--- config.mk ---
export PLATFORM = sky130hd
export DESIGN_NAME = bus_lane_steer
export DESIGN_NICKNAME = d
export VERILOG_FILES = /design/src/rtl/lane_steer_pkg.sv /design/src/rtl/bls_seq.sv /design/src/rtl/bls_lanes.sv /design/src/rtl/bls_gather.sv /design/src/rtl/bus_lane_steer.sv
export SDC_FILE = /design/constraint.sdc
export NUM_CORES = 1
export LEC_CHECK = 0
export BUFFER_PORTS_ARGS = -buffer_cell sky130_fd_sc_hd__buf_2
export CELL_PAD_IN_SITES_DETAIL_PLACEMENT = 1
export CELL_PAD_IN_SITES_GLOBAL_PLACEMENT = 2
export CORE_ASPECT_RATIO = 1.5
export CORE_MARGIN = 4
export CORE_UTILIZATION = 29
export DETAILED_ROUTE_END_ITERATION = 6
export HOLD_SLACK_MARGIN = 0.15
export PLACE_DENSITY = 0.92
export SKIP_LAST_GASP = 1
export SYNTH_ARGS = -nofsm -noshare
export SYNTH_HDL_FRONTEND = slang
export SYNTH_SLANG_ARGS = --single-unit
--- constraint.sdc ---
create_clock -name clk -period 3.6 [get_ports clk]
set_input_delay 0.36 -clock clk [delete_from_list [all_inputs] [get_ports clk]]
set_output_delay 0.36 -clock clk [all_outputs]
set_load 0.01 [all_outputs]
--- src/rtl/lane_steer_pkg.sv ---
package lane_steer_pkg;
  typedef enum logic [1:0] {
    ST_IDLE = 2'd0,
    ST_ADDR = 2'd1,
    ST_STRB = 2'd2,
    ST_FIN  = 2'd3
  } seq_state_t;
endpackage

--- src/rtl/bls_seq.sv ---
module bls_seq
  import lane_steer_pkg::*;
#(
  parameter int STRB_LEN = 2
) (
  input  logic       clk,
  input  logic       rst_n,
  input  logic       req_fire,
  input  logic       word_i,
  input  logic       cs16_n,
  output seq_state_t state_o,
  output logic       half_o,
  output logic       split_o,
  output logic       wide_o,
  output logic       cap_o
);
  localparam int CW = $clog2(STRB_LEN + 1);

  seq_state_t    state_q;
  logic [CW-1:0] cnt_q;
  logic          half_q, split_q, wide_q;
  logic          last_strb;

  assign last_strb = (state_q == ST_STRB) && (cnt_q == CW'(STRB_LEN - 1));

  always_ff @(posedge clk) begin
    if (!rst_n) begin
      state_q <= ST_IDLE;
      cnt_q   <= '0;
      half_q  <= 1'b0;
      split_q <= 1'b0;
      wide_q  <= 1'b0;
    end else begin
      case (state_q)
        ST_IDLE: begin
          if (req_fire) begin
            state_q <= ST_ADDR;
            half_q  <= 1'b0;
            split_q <= 1'b0;
            wide_q  <= 1'b0;
          end
        end
        ST_ADDR: begin
          cnt_q   <= '0;
          state_q <= ST_STRB;
          // target width is decided once, in the first address cycle
          if (!half_q) begin
            wide_q  <= ~cs16_n;
            split_q <= word_i & cs16_n;
          end
        end
        ST_STRB: begin
          if (last_strb) begin
            if (split_q && !half_q) begin
              half_q  <= 1'b1;
              state_q <= ST_ADDR;
            end else begin
              state_q <= ST_FIN;
            end
          end else begin
            cnt_q <= cnt_q + 1'b1;
          end
        end
        default: state_q <= ST_IDLE;
      endcase
    end
  end

  assign state_o = state_q;
  assign half_o  = half_q;
  assign split_o = split_q;
  assign wide_o  = wide_q;
  assign cap_o   = last_strb;
endmodule

--- src/rtl/bls_lanes.sv ---
module bls_lanes #(
  parameter int ADDR_W = 24
) (
  input  logic [ADDR_W-1:0] base_addr,
  input  logic              word_i,
  input  logic              half_i,
  input  logic              split_i,
  input  logic              wide_i,
  input  logic [15:0]       wdata_i,
  input  logic [15:0]       bus_rdata,
  output logic [ADDR_W-1:0] bus_addr,
  output logic              hi_en,
  output logic [15:0]       bus_wdata,
  output logic [7:0]        rd_byte
);
  logic [7:0] wr_byte;

  always_comb begin
    bus_addr = half_i ? {base_addr[ADDR_W-1:1], 1'b1} : base_addr;
    hi_en    = bus_addr[0] | word_i;
    wr_byte  = (word_i && half_i) ? wdata_i[15:8] : wdata_i[7:0];
    if (word_i && !split_i) bus_wdata = wdata_i;
    else                    bus_wdata = {wr_byte, wr_byte};
    rd_byte  = (wide_i && bus_addr[0]) ? bus_rdata[15:8] : bus_rdata[7:0];
  end
endmodule

--- src/rtl/bls_gather.sv ---
module bls_gather (
  input  logic        clk,
  input  logic        rst_n,
  input  logic        cap_i,
  input  logic        word_i,
  input  logic        split_i,
  input  logic        half_i,
  input  logic [15:0] bus_rdata,
  input  logic [7:0]  rd_byte,
  output logic [15:0] rdata_o
);
  always_ff @(posedge clk) begin
    if (!rst_n) begin
      rdata_o <= '0;
    end else if (cap_i) begin
      if (word_i && !split_i) rdata_o        <= bus_rdata;
      else if (!word_i)       rdata_o        <= {8'h00, rd_byte};
      else if (half_i)        rdata_o[15:8]  <= rd_byte;
      else                    rdata_o[7:0]   <= rd_byte;
    end
  end
endmodule

--- src/rtl/bus_lane_steer.sv ---
module bus_lane_steer
  import lane_steer_pkg::*;
#(
  parameter int ADDR_W   = 24,
  parameter int STRB_LEN = 2
) (
  input  logic              clk,
  input  logic              rst_n,
  input  logic              req_valid,
  output logic              req_ready,
  input  logic [ADDR_W-1:0] req_addr,
  input  logic [15:0]       req_wdata,
  input  logic              req_word,
  input  logic              req_write,
  output logic              rsp_valid,
  output logic [15:0]       rsp_rdata,
  output logic [ADDR_W-1:0] bus_addr,
  output logic              bus_hi_en,
  output logic [15:0]       bus_wdata,
  input  logic [15:0]       bus_rdata,
  output logic              bus_rd_n,
  output logic              bus_wr_n,
  input  logic              bus_cs16_n
);
  seq_state_t        state;
  logic              half, split, wide, cap, fire;
  logic [ADDR_W-1:0] addr_q;
  logic [15:0]       wdata_q;
  logic              word_q, write_q;
  logic [7:0]        rd_byte;

  assign req_ready = (state == ST_IDLE);
  assign fire      = req_valid & req_ready;

  always_ff @(posedge clk) begin
    if (!rst_n) begin
      addr_q  <= '0;
      wdata_q <= '0;
      word_q  <= 1'b0;
      write_q <= 1'b0;
    end else if (fire) begin
      addr_q  <= req_word ? {req_addr[ADDR_W-1:1], 1'b0} : req_addr;
      wdata_q <= req_wdata;
      word_q  <= req_word;
      write_q <= req_write;
    end
  end

  bls_seq #(.STRB_LEN(STRB_LEN)) seq_i (
    .clk(clk), .rst_n(rst_n), .req_fire(fire), .word_i(word_q),
    .cs16_n(bus_cs16_n), .state_o(state), .half_o(half),
    .split_o(split), .wide_o(wide), .cap_o(cap)
  );

  bls_lanes #(.ADDR_W(ADDR_W)) lanes_i (
    .base_addr(addr_q), .word_i(word_q), .half_i(half), .split_i(split),
    .wide_i(wide), .wdata_i(wdata_q), .bus_rdata(bus_rdata),
    .bus_addr(bus_addr), .hi_en(bus_hi_en), .bus_wdata(bus_wdata),
    .rd_byte(rd_byte)
  );

  bls_gather gather_i (
    .clk(clk), .rst_n(rst_n), .cap_i(cap), .word_i(word_q),
    .split_i(split), .half_i(half), .bus_rdata(bus_rdata),
    .rd_byte(rd_byte), .rdata_o(rsp_rdata)
  );

  assign rsp_valid = (state == ST_FIN);
  assign bus_rd_n  = !((state == ST_STRB) && !write_q);
  assign bus_wr_n  = !((state == ST_STRB) &&  write_q);
endmodule

==> flow_metrics.tcl <==
set metrics [dict create \
    initial_core_util_pct 29.65 \
    gr-total-overflow 0 \
    dr.max_layer_used "met4" \
    synth_fp_nets 447 \
    synth_top_area_share_pct 41.67 \
    gp_congestion 0.7974 \
    rr_worst_depth 3 \
    start_kind "register" \
    min_path_cells 3 \
    clockBufferDepth 2 \
    synth_fa_ha_area_share_pct 0.4006 \
    insertion_delay_ps 330 \
    antenna_found_initial 1 \
    skew_ps 3.257 \
    p_int_uw 1531 \
    post_synth.cell_area_avg_um2 8.133 \
    drc 0 \
    die_h_um 135.1 \
    vias_per_cell 4.865 \
    synth_area_leaders "dfxtp_1 (42%), nand2_1 (11%), a21oi_1 (8.8%)" \
    reg2reg_to "gather_i.rdata_o[3]" \
    min_path_type "primary input to register" \
    netlist.top_cell.by_area "dfxtp_1" \
    synth_xor_area_share_pct 0 \
    drtAntennaViolNets 0 \
    relSlewSlack_pct 34.05 \
    timing.rr.start "seq_i.split_o" \
    synth_top_family_by_area "compound AO/OA/AOI/OAI gates" \
    cts_resized 0 \
    switchingPower_uw 486.8 \
    rsz0062_at_grt "no" \
    holdPathEnd "addr_q[20]" \
    fin_nets 529 \
    grt_pass1_vias 3199 \
    synth.mux.area_fraction_pct 5.769 \
    wl_per_cell_um 15.44 \
    ctsRootBufferMaster "clkbuf_16" \
    pwr-share-seq_pct 39.0 \
    crit_arrival_ps 2240 \
    post-place-ws_ps 1331 \
    r2r_setup_slack_ps 1550 \
    post-dp-hpwl_um 7108 \
    gr-usage-all-layers_pct 15.31 \
    holdBufCountCts 0 \
    hp-start "req_addr[20]" \
    combPwrFrac_pct 11.5 \
    switching_share_pct 24.13 \
    cts_tree "yes" \
    coreArea_um2 10530 \
    cts.sinks 65 \
    drt_iter0_markers 52 \
    via_count 2997 \
    pwr-share-clk_pct 49.5 \
    power_density_nw_per_um2 509.9 \
    synthSimpleGateAreaFrac_pct 20.31 \
    totalWireLength_um 9508 \
    critPathKind "register to output port" \
    port_buffers 122 \
    clk_pin_slew_ps 60 \
    rows 46 \
    worst_pin_slew_ps 989.3 \
    slew_violations 0 \
    status "completed" \
    post_cts_buffers 0 \
    seq_area_frac_synth_pct 41.67 \
    ios 123 \
    max-cap-violations 0 \
    hold_viol_final 0 \
    ys_seq_elements 65 \
    fmax_mhz 384.3 \
    grt_start_max_net_pins 57 \
    syn2layout_area_growth_pct 26.68 \
    met3_length_um 378 \
    cp_max_fo 24 \
    layout_setup_ws_ps 997.8 \
    multiInputGateArea_um2 1484 \
    synth_area_um2 3123 \
    fillers 1327 \
    critPathCaptureType "output port" \
    netlist_instances 384 \
    wl_met2_um 5087 \
    setup_viol 0 \
    die-area_um2 12530 \
    wl_met1_um 3650 \
    synth-compound-area-share_pct 21.03 \
    fin_crit_sh_pct 72.28 \
    htreeDepth 3 \
    fin_crit_ps 2602 \
    drive_gt1_share_pct 34.61 \
    p_leak_uw 0.001699 \
    cts-buffers-inserted 9 \
    finalSetupTns_ps 0 \
    regArea_um2 1301 \
    die_x_um 92.73 \
    synthDistinctLibCells 38 \
    ys_warn_count 0 \
    worst_ep_required_time_ps 3240 \
    grt_pass1_wl_um 15200 \
    first_pass_iters 4 \
    ir_worst_vdd_mv 0.1985 \
]
## layout make-up
| type | instances | share of cell area, % |
|---|---|---|
| Multi-Input combinational cell | 261 | 37.51 |
| Clock inverter | 7 | 3.004 |
| Clock buffer | 9 | 5.693 |
| Tap cell | 144 | 4.554 |
| Inverter | 5 | 0.4744 |
| Sequential cell | 65 | 32.89 |
| Antenna cell | 1 | 0.06325 |
| Timing Repair Buffer | 124 | 15.81 |
## power groups by stage
stage               logic, uW  clock network, uW  registers [uW]
global route              262               1060             792
floorplan                 172                  0             787
CTS                       237               1020             788
detailed placement        235                  0             803
global placement          229                  0             801
finish                    231                999             787
## how the worst max path moves through the flow
stage,start,to,depth (start not counted)
floorplan,word_q,bus_wdata[6],4
global placement,seq_i.split_o,bus_wdata[15],4
detailed placement,seq_i.split_o,bus_wdata[9],4
CTS,seq_i.split_o,bus_wdata[9],4
global route,seq_i.split_o,bus_wdata[13],4
finish,seq_i.split_o,bus_wdata[9],4
## logic make-up after synthesis
kind of cell / after synthesis
fa+ha+maj: 1
mux: 16
buf+inv: 58
simple gates: 139
compound gates: 105
flops: 65
## critical path, cell delays in order (launching register included)
cell and delay, ps:
dfxtp_1 760, inv_1 160, o21ai_2 450, mux2_2 400, buf_2 140
## sequential cells by signal (all words and copies together) (netlist names)
| name | flops |
|---|---|
| wdata_q | 16 |
| seq_i.cnt_q | 2 |
| addr_q | 24 |
| seq_i.split_o | 1 |
| seq_i.half_o | 1 |
| seq_i.state_o | 2 |
| seq_i.wide_o | 1 |
| gather_i.rdata_o | 16 |
| word_q | 1 |
| write_q | 1 |
## layer usage
metal  global-route usage [%]  up-vias
li1                         -     1467
met1                    15.12     1421
met2                    29.31       86
met3                    2.453       23
met4                    9.291        0
met5                        0        -
## Yosys cell counts
library cell / number
nand2_1: 94
dfxtp_1: 65
a21oi_1: 55
buf_4: 26
o211ai_1: 18
mux2_2: 16
clkbuf_1: 13
buf_2: 12
nand2b_1: 10
o21ai_0: 10
nand3_1: 9
a311oi_1: 8
a32o_1: 8
nor2_1: 6
inv_1: 5
nor3_1: 3
and2_0: 2
nand3b_1: 2
nor2b_1: 2
o21ai_1: 2
and2_1: 1
and2b_1: 1
and3_1: 1
and3b_1: 1
buf_1: 1
buf_6: 1
ha_1: 1
nand3_2: 1
nor3b_4: 1
o2111a_1: 1
o21a_1: 1
o21a_2: 1
o21ai_2: 1
or2_0: 1
or2_2: 1
or3_1: 1
or3b_1: 1
or3b_4: 1
## per-stage QoR
step | cell area (um2) | utilization [%] | instances | hold WS, ps | power (uW)
floorplan | 3123 | - | 384 | 436.7 | 959.1
global placement | 3610 | 34.27 | 599 | 438.9 | 1030
detailed placement | 3610 | 34.27 | 599 | 444.4 | 1039
CTS | 3954 | 37.54 | 615 | 255.6 | 2049
global route | 3956 | 37.56 | 616 | 271.8 | 2113
finish | 3956 | 37.56 | 616 | 262.6 | 2017
## placed cells by master, fill, tap and decap left out, types with 2 or more instances in the layout
cell / count
nor2_1: 6
a21oi_1: 55
dfxtp_1: 65
o21ai_1: 2
a32o_1: 8
o21ai_0: 10
inv_1: 4
nand3b_1: 2
and2_0: 2
bufinv_16: 3
o211ai_1: 18
nand2_1: 94
nand3_1: 9
nor3_1: 3
nand2b_1: 10
a311oi_1: 8
clkbuf_16: 9
buf_2: 122
nor2b_1: 2
mux2_2: 16
clkinvlp_4: 2
buf_4: 2
(Power assumes the default switching activity.)
